$ cat src/rtl/pwm_dual.sv
module pwm_dual #(
  parameter int W = 8
) (
  input  logic         clk,
  input  logic         rst,
  input  logic         wr_en,
  input  logic [1:0]   addr,
  input  logic [W-1:0] wdata,
  output logic [W-1:0] rdata,
  output logic [1:0]   pwm_out
);
  localparam logic [W-1:0] TOP = {{(W-1){1'b1}}, 1'b0};

  logic [W-1:0] reload_q, act_q, pre_q, cnt_q;
  logic [W-1:0] cmp_q [2];
  logic         tick;

  assign tick = (pre_q == act_q);

  always_ff @(posedge clk) begin
    if (rst) begin
      reload_q <= '0;
      act_q    <= '0;
      pre_q    <= '0;
      cnt_q    <= '0;
      cmp_q[0] <= '0;
      cmp_q[1] <= '0;
    end else begin
      if (tick) begin
        pre_q <= '0;
        act_q <= reload_q;
        cnt_q <= (cnt_q == TOP) ? '0 : cnt_q + 1'b1;
      end else begin
        pre_q <= pre_q + 1'b1;
      end
      if (wr_en) begin
        case (addr)
          2'd0:    reload_q <= wdata;
          2'd1:    cmp_q[0] <= wdata;
          2'd2:    cmp_q[1] <= wdata;
          default: ;
        endcase
      end
    end
  end

  always_comb begin
    case (addr)
      2'd0:    rdata = reload_q;
      2'd1:    rdata = cmp_q[0];
      2'd2:    rdata = cmp_q[1];
      default: rdata = '0;
    endcase
  end

  for (genvar g = 0; g < 2; g++) begin : g_ch
    assign pwm_out[g] = (cmp_q[g] <= cnt_q);
  end
endmodule

$ cat config.mk
export PLATFORM = sky130hd
export DESIGN_NAME = pwm_dual
export DESIGN_NICKNAME = d
export VERILOG_FILES = /design/src/rtl/pwm_dual.sv
export SDC_FILE = /design/constraint.sdc
export NUM_CORES = 1
export LEC_CHECK = 0
export BUFFER_PORTS_ARGS = -buffer_cell sky130_fd_sc_hd__buf_2
export CAP_MARGIN = 20
export CORE_MARGIN = 3
export CORE_UTILIZATION = 50
export DETAILED_ROUTE_END_ITERATION = 6
export PLACE_DENSITY = 0.73
export SYNTH_ARGS = -nofsm -noshare
export SYNTH_HDL_FRONTEND = slang
export SYNTH_SLANG_ARGS = --single-unit
export TNS_END_PERCENT = 1
$ cat constraint.sdc
create_clock -name clk -period 1.8 [get_ports clk]
set_input_delay 0.36 -clock clk [delete_from_list [all_inputs] [get_ports clk]]
set_output_delay 0.36 -clock clk [all_outputs]
set_load 0.1 [all_outputs]
==> results of run 1 <==
[kinds of logic (layout without fill, tap and decap cells)]
kind of cell,count (synthesis),after routing,share of synthesized area (%)
AND/OR/NAND/NOR,96,96,18.5
flip-flops,48,48,45.6
buffers and inverters,22,70,3.57
AO/OA/AOI/OAI,46,46,10.7
adder cells (fa/ha/maj),19,19,9.68
XOR/XNOR,15,15,5.35
multiplexers,16,16,6.52
[power by group]
part	switching (mW)	total, mW	internal (mW)
clock	0.363	0.719	0.356
combinational	0.671	1.18	0.509
sequential	0.0624	1.27	1.21
[layout by cell type, fill, tap and decap left out, drive strengths merged, types with 4 or more instances in the layout]
cell type  count
xnor2         10
nor2          27
xor2           5
dfxtp         32
mux2i         16
and2           8
nor2b          4
ha            19
buf           50
a21oi         19
nand3         11
clkbuf         6
nand4          7
nand2         26
inv           13
edfxtp        16
o21ai         15
[worst paths after layout]
check                                  from     endpoint  slack [ns]
worst min register to register     act_q[4]     act_q[4]        0.47
worst max register to register     pre_q[1]     cnt_q[1]        0.15
worst min-delay path               wdata[4]  reload_q[4]        0.31
worst max-delay path            cmp_q[0][9]   pwm_out[1]       -0.46
[layout make-up]
cell class / count / area, um2 / area share [%]
clock buffer: 6 / 93.8 / 2.88
clock inverter: 2 / 11.3 / 0.346
inverter: 12 / 45.0 / 1.38
multi-input combinational: 192 / 1420 / 43.7
sequential: 48 / 1130 / 34.6
tap: 65 / 81.3 / 2.50
timing repair buffer: 50 / 474 / 14.6
[layer usage]
layer	routed length (um)	part of all wire [%]	GRT usage (%)	vias up
li1	-	-	-	1016
met2	2870	49	33.5	48
met3	261	4.5	3.78	7
met5	0	0	0	-
met4	87	1.5	5.43	0
met1	2610	45	27.9	956
[state kept, by name (all words and copies together), names as in the netlist]
| register | count |
|---|---|
| cnt_q | 8 |
| pre_q | 8 |
| act_q | 8 |
| cmp_q | 16 |
| reload_q | 8 |
[through the flow]
stage                     setup slack (ns)  area, um2  std cells  power (mW)
final                               -0.460       3260        375        3.17
after global routing                -0.565       3260        375        3.36
after CTS                           -0.439       3200        374        3.08
after detailed placement            -0.178       3050        363        2.35
after global placement             -0.0875       3050        363        2.33
after floorplan                    -0.0659       2580        262        1.96
[critical path, stage by stage (launching register included)]
cell and delay [ns]:
edfxtp_1 0.45, ha_4 0.31, nor2b_4 0.14, o21ai_2 0.05, nand2b_1 0.08, a21oi_2 0.06
o31a_4 0.35, buf_12 0.17
[timing repair]
| action | in CTS | in global routing |
|---|---|---|
| hold buffers | 0 | 0 |
| setup buffers | 3 | 1 |
| pin swaps | 4 | 4 |
| hold endpoints to repair | 0 | 0 |
| setup endpoints to repair | 2 | 3 |
| gates resized for setup | 4 | 11 |
==> impl_metrics.toml, run 1 <==
[status]
status = "complete, but fails checks"
violations = "negative setup slack"

[yosys]
syn-instance-count = 262
synth_area_mm2 = 0.00246
synth_top_area_share_pct = 26.1
avgSynthCellArea_um2 = 9.37
yosysMostFrequentCell = "dfxtp_1"
synth_edf_count = 16
yosys_most_used_dff = "dfxtp_1"
synth_area_leaders = "dfxtp_1 (26%), edfxtp_1 (20%), ha_1 (9.7%)"
synth_nets = 294
yosysTopAreaCell = "dfxtp_1"
synth_commonest_cells = "dfxtp_1 (32), nor2_1 (27), nand2_1 (26)"
yosys_warnings = 0
async_reset_ff_share_pct = 0
synth_seq_cells = 48
seq_area_frac_synth_pct = 45.6
ys_types = 33

[global_route]
grt_max_degree = 18
antenna_found_initial = 0
grtUsageTotal_pct = 20.4
grt_pass1_vias = 1957
grt_pass1_wl_um = 9470
overflow = 0

[die]
coreArea_mm2 = 0.00453
start_util_pct = 54.2
design.die.area_mm2 = 0.00579
pin_count = 23
rows = 24
die_h_um = 76.1
die_w_um = 76.1

[timing]
relSlewSlack_pct = 74.8
fmax_ghz = 0.443
fin_worst_skew_ns = 0.00857
worst_pin_slew_ns = 0.378
setup_viol = 3
hold_slack_ns = 0.309
final-hold-violation-count = 0
fin_ws_ns = -0.460
finalCritPeriodShare_pct = 126
fin_setup_tns_ns = -0.912
rsz0062_at_grt = "true"
fin_crit_ns = 2.26
drv_slew = 0

[place]
place_congestion = 0.831
place.port_buffers = 22
dp_hpwl_um = 4380

[clock_tree]
htreeDepth = 2
clk_pin_slew_ns = 0.08
insertion_delay_ns = 0.30
cts-root-buf = "clkbuf_8"
cts_buffer_depth = 2
cts_made_buffers = 5
cts_tree = "done"
clkSinkCount = 48

[worst_hold_path]
holdPathStages = 3
hold_class = "in2reg"

[route]
wire_per_inst_um = 15.5
drtIter0Drc = 91
wirelength_um = 5830
drt_first_pass_iters = 4
drc = 0
ant_nets = 0
vias = 2027
routed_via_density = 5.41

[cells_and_area]
fill_cells = 331
syn_to_final_growth_pct = 32.6
diodes = 0
fin_nets = 341
final_layout_size_suffix_gt1_share_pct = 27.7
final_util_pct = 71.8

[worst_setup_path]
cp_max_fo = 2
reg2regPathDepth = 5
crit_arrival_ns = 1.90
worstSetupStartpointType = "flop"
endpoint_kind = "output pin"
worstSetupPathType = "reg2out"
required_ns = 1.44

[flow_run]
drv_cap = 0

[power]
ir_drop_v = 0.000517
p_leak_nw = 1.25
power_density_mw_per_mm2 = 973
(Power assumes the default switching activity.)
==> run 2, diff against run 1 <==
--- a/config.mk
+++ b/config.mk
@@ -11,5 +11,5 @@
 export CORE_UTILIZATION = 50
 export DETAILED_ROUTE_END_ITERATION = 6
-export PLACE_DENSITY = 0.73
+export PLACE_DENSITY = 0.7
 export SYNTH_ARGS = -nofsm -noshare
 export SYNTH_HDL_FRONTEND = slang
==> constraint.sdc (replaced) <==
create_clock -name clk -period 2.9 [get_ports clk]
set_input_delay 0.435 -clock clk [delete_from_list [all_inputs] [get_ports clk]]
set_output_delay 0.435 -clock clk [all_outputs]
set_load 0.1 [all_outputs]
==> impl_metrics.toml, run 2 (synthesis results as in run 1) <==
[status]
status = "completed"

[die]
start_util_pct = 54.2
die_h_um = 76.1
die_w_um = 76.1
pin_count = 23
coreArea_mm2 = 0.00453
design.die.area_mm2 = 0.00579
rows = 24

[clock_tree]
cts-root-buf = "clkbuf_8"
htreeDepth = 2
clkSinkCount = 48
clk_pin_slew_ns = 0.09
cts_made_buffers = 5
post-cts-setup-buffer-count = 0
insertion_delay_ns = 0.30
cts_buffer_depth = 2
cts_resized = 0
cts_tree = "done"
hold_buffers = 0

[route]
wire_per_inst_um = 14.7
drtIter0Drc = 50
ant_nets = 0
vias = 1883
wirelength_um = 5180
drt_first_pass_iters = 4
drc = 0
routed_via_density = 5.35

[worst_setup_path]
worstSetupStartpointType = "flop"
required_ns = 2.47
path_buf_inv = 2
cp_slowest_cell = "buf_2"
slowest_delay_ns = 0.42
crit_arrival_ns = 2.21
critPathTopFamily = "compound AO/OA/AOI/OAI gates"
crit_chain = "inv_1, ha_1, a21o_1, a21oi_1, nor2b_1, o22ai_1, o31a_1, buf_2"
endpoint_kind = "output pin"
rrSetupSlack_ns = 1.05
worstSetupPathType = "reg2out"
cp_max_fo = 6

[global_route]
grt.met1_usage_pct = 26.1
overflow = 0
busiest_layer = "met2"
grtUsageTotal_pct = 18.8
gr-usage-met2_pct = 31.2
grt_max_degree = 19
grt_pass1_wl_um = 8810
antenna_found_initial = 0
use_met3_pct = 2.84
grt_pass1_vias = 1839

[cells_and_area]
final_layout_size_suffix_gt1_share_pct = 12.9
largest_reg_flops = 16
fin_nets = 318
fill_cells = 410
diodes = 0
layout_common_cells = "dfxtp_1 (32), nor2_1 (27), nand2_1 (26), buf_2 (22)"
final_common_cell = "dfxtp_1"
regMostFlops = "cmp_q"
final_cell_area_mm2 = 0.00276
syn_to_final_growth_pct = 12.5
final_util_pct = 61.0

[timing]
final-hold-violation-count = 0
worst_pin_slew_ns = 0.554
drv_slew = 0
rsz0062_at_grt = "false"
fin_ws_ns = 0.254
fin_setup_tns_ns = 0
fmax_ghz = 0.378
relSlewSlack_pct = 63.1
setup_viol = 0
fin_worst_skew_ns = 0.00404
fin_crit_ns = 2.65
finalCritPeriodShare_pct = 91.3

[place]
place.port_buffers = 22
place_congestion = 0.782
dp_hpwl_um = 3950
placed_cell_area_mm2 = 0.00264
place_ws_ns = 0.577

[power]
p_leak_nw = 1.05
power_density_mw_per_mm2 = 645
ir_drop_v = 0.000374
total_power_mw = 1.78

[flow_run]
drv_cap = 0

[worst_hold_path]
hold_class = "in2reg"
==> run 2: metrics by stage <==
step,hold slack (ns),instances
floorplan,0.444,262
finish,0.386,352
global placement,0.460,344
detailed placement,0.467,344
CTS,0.377,352
global route,0.417,352
==> run 2: area by class of cell <==
cell class	instances	area, um2	share of cell area [%]
Multi-Input combinational cell	192	1250	45.1
Sequential cell	48	1120	40.6
Timing Repair Buffer	27	148	5.34
Clock buffer	6	82.6	2.99
Tap cell	65	81.3	2.94
Inverter	12	45.0	1.63
Clock inverter	2	38.8	1.40
==> run 2: worst paths after layout <==
check	startpoint	to	cells after the start
max	cnt_q[5]	pwm_out[1]	8
min reg2reg	act_q[3]	act_q[3]	2
max reg2reg	pre_q[1]	cnt_q[1]	5
min	wdata[1]	reload_q[1]	3
==> run 2: worst register-to-register path, delay by kind of cell (launching register included) <==
family | cells | cell delay (ns)
compound gates | 1 | 0.14
xor+xnor | 1 | 0.14
flops | 1 | 0.43
simple gates | 3 | 1.08
==> run 2: power by group <==
part / switching (mW) / internal, mW / leakage, nW
sequential: 0.0543 / 0.746 / 0.417
clock: 0.220 / 0.282 / 0.0614
combinational: 0.332 / 0.148 / 0.573
==> run 2: per-layer routing <==
layer	routed length, um	up-vias	share of wire, %
met3	131	4	2.5
li1	-	959	-
met5	0	-	0
met4	52	0	1.0
met1	2560	889	49
met2	2440	31	47
==> run 3, diff against run 2 <==
- REMOVE_ABC_BUFFERS: default -> 1
==> impl_metrics.toml, run 3 (synthesis results as in run 1) <==
[status]
status = "completed"

[timing]
fmax_ghz = 0.382
fin_worst_skew_ns = 0.00167
relSlewSlack_pct = 44.0
setup_viol = 0
hold_slack_ns = 0.383
finalCritPeriodShare_pct = 90.4
fin_setup_tns_ns = 0
rsz0062_at_grt = "false"
fin_crit_ns = 2.62
fin_ws_ns = 0.279
drv_slew = 0
worst_pin_slew_ns = 0.838
final-hold-violation-count = 0

[power]
ir_drop_v = 0.000421
p_leak_nw = 1.04
power_density_mw_per_mm2 = 627
total_power_mw = 1.72

[global_route]
antenna_found_initial = 0
grt_max_degree = 28
overflow = 0
grt_pass1_vias = 1763
grtUsageTotal_pct = 18.5
grt_pass1_wl_um = 8540

[cells_and_area]
syn_to_final_growth_pct = 11.5
diodes = 0
final_common_cell = "dfxtp_1"
regMostFlops = "cmp_q"
fin_nets = 317
final_util_pct = 60.4
largest_reg_flops = 16
layout_common_cells = "dfxtp_1 (32), nor2_1 (27), nand2_1 (26), buf_2 (22)"
final_cell_area_mm2 = 0.00274
final_layout_size_suffix_gt1_share_pct = 12.2
instances_no_fill = 351

[worst_setup_path]
slowest_delay_ns = 0.41
worstSetupPathType = "reg2out"
worstSetupStartpointType = "flop"
cp_max_fo = 6
required_ns = 2.47
crit_chain = "inv_1, ha_1, a21o_1, a21oi_1, nor2b_1, o22ai_1, o31a_1, buf_2"
crit_arrival_ns = 2.19
critPathTopFamily = "compound AO/OA/AOI/OAI gates"
path_buf_inv = 2
endpoint_kind = "output pin"
cp_slowest_cell = "dfxtp_1"

[route]
routed_via_density = 5.21
drtIter0Drc = 59
ant_nets = 0
drt_first_pass_iters = 4
wire_per_inst_um = 14.4
wirelength_um = 5070
vias = 1830
drc = 0

[die]
pin_count = 23
die_h_um = 76.1
die_w_um = 76.1
coreArea_mm2 = 0.00453
start_util_pct = 54.2
rows = 24
design.die.area_mm2 = 0.00579

[flow_run]
drv_cap = 0

[clock_tree]
cts_made_buffers = 5
post-cts-setup-buffer-count = 0
cts_tree = "done"
cts_resized = 0
htreeDepth = 2
cts-root-buf = "clkbuf_8"
hold_buffers = 0
clkSinkCount = 48
insertion_delay_ns = 0.30
clk_pin_slew_ns = 0.09
cts_buffer_depth = 2

[place]
placedCellCount = 343
place_ws_ns = 0.625
place.port_buffers = 22
placed_cell_area_mm2 = 0.00264
dp_hpwl_um = 3840
place_congestion = 0.794

[worst_hold_path]
hold_class = "in2reg"
==> run 3: final timing paths <==
check | startpoint | to | slack, ns | cells after the start
max | cnt_q[5] | pwm_out[1] | 0.28 | 8
min | wdata[4] | reload_q[4] | 0.38 | 3
max reg2reg | pre_q[0] | cnt_q[1] | 1.08 | 5
min reg2reg | act_q[2] | act_q[2] | 0.47 | 2
==> run 3: cell type report <==
cell class                 count  area [um2]
clock inverter                 1        5.00
inverter                      12        45.0
multi-input combinational    192        1250
tap                           65        81.3
clock buffer                   7        97.6
sequential                    48        1120
timing repair buffer          26         140
fill                         390        1800
==> run 3: power by group <==
part           internal (mW)  leakage, nW  switching (mW)
combinational          0.149        0.568           0.328
clock                  0.221       0.0534           0.220
sequential             0.746        0.417          0.0516
total                   1.12         1.04           0.600
==> run 3: layer usage <==
layer / track usage [%] / share of wire (%)
met1: 26.6 / 52
met2: 28.3 / 44
met3: 4.49 / 2.9
met4: 4.35 / 0.89
met5: 0 / 0
==> run 3: tightest hold or removal path, cell delays in order <==
cell and delay (ns):
buf_2 0.08, mux2i_1 0.06, nor2_1 0.07
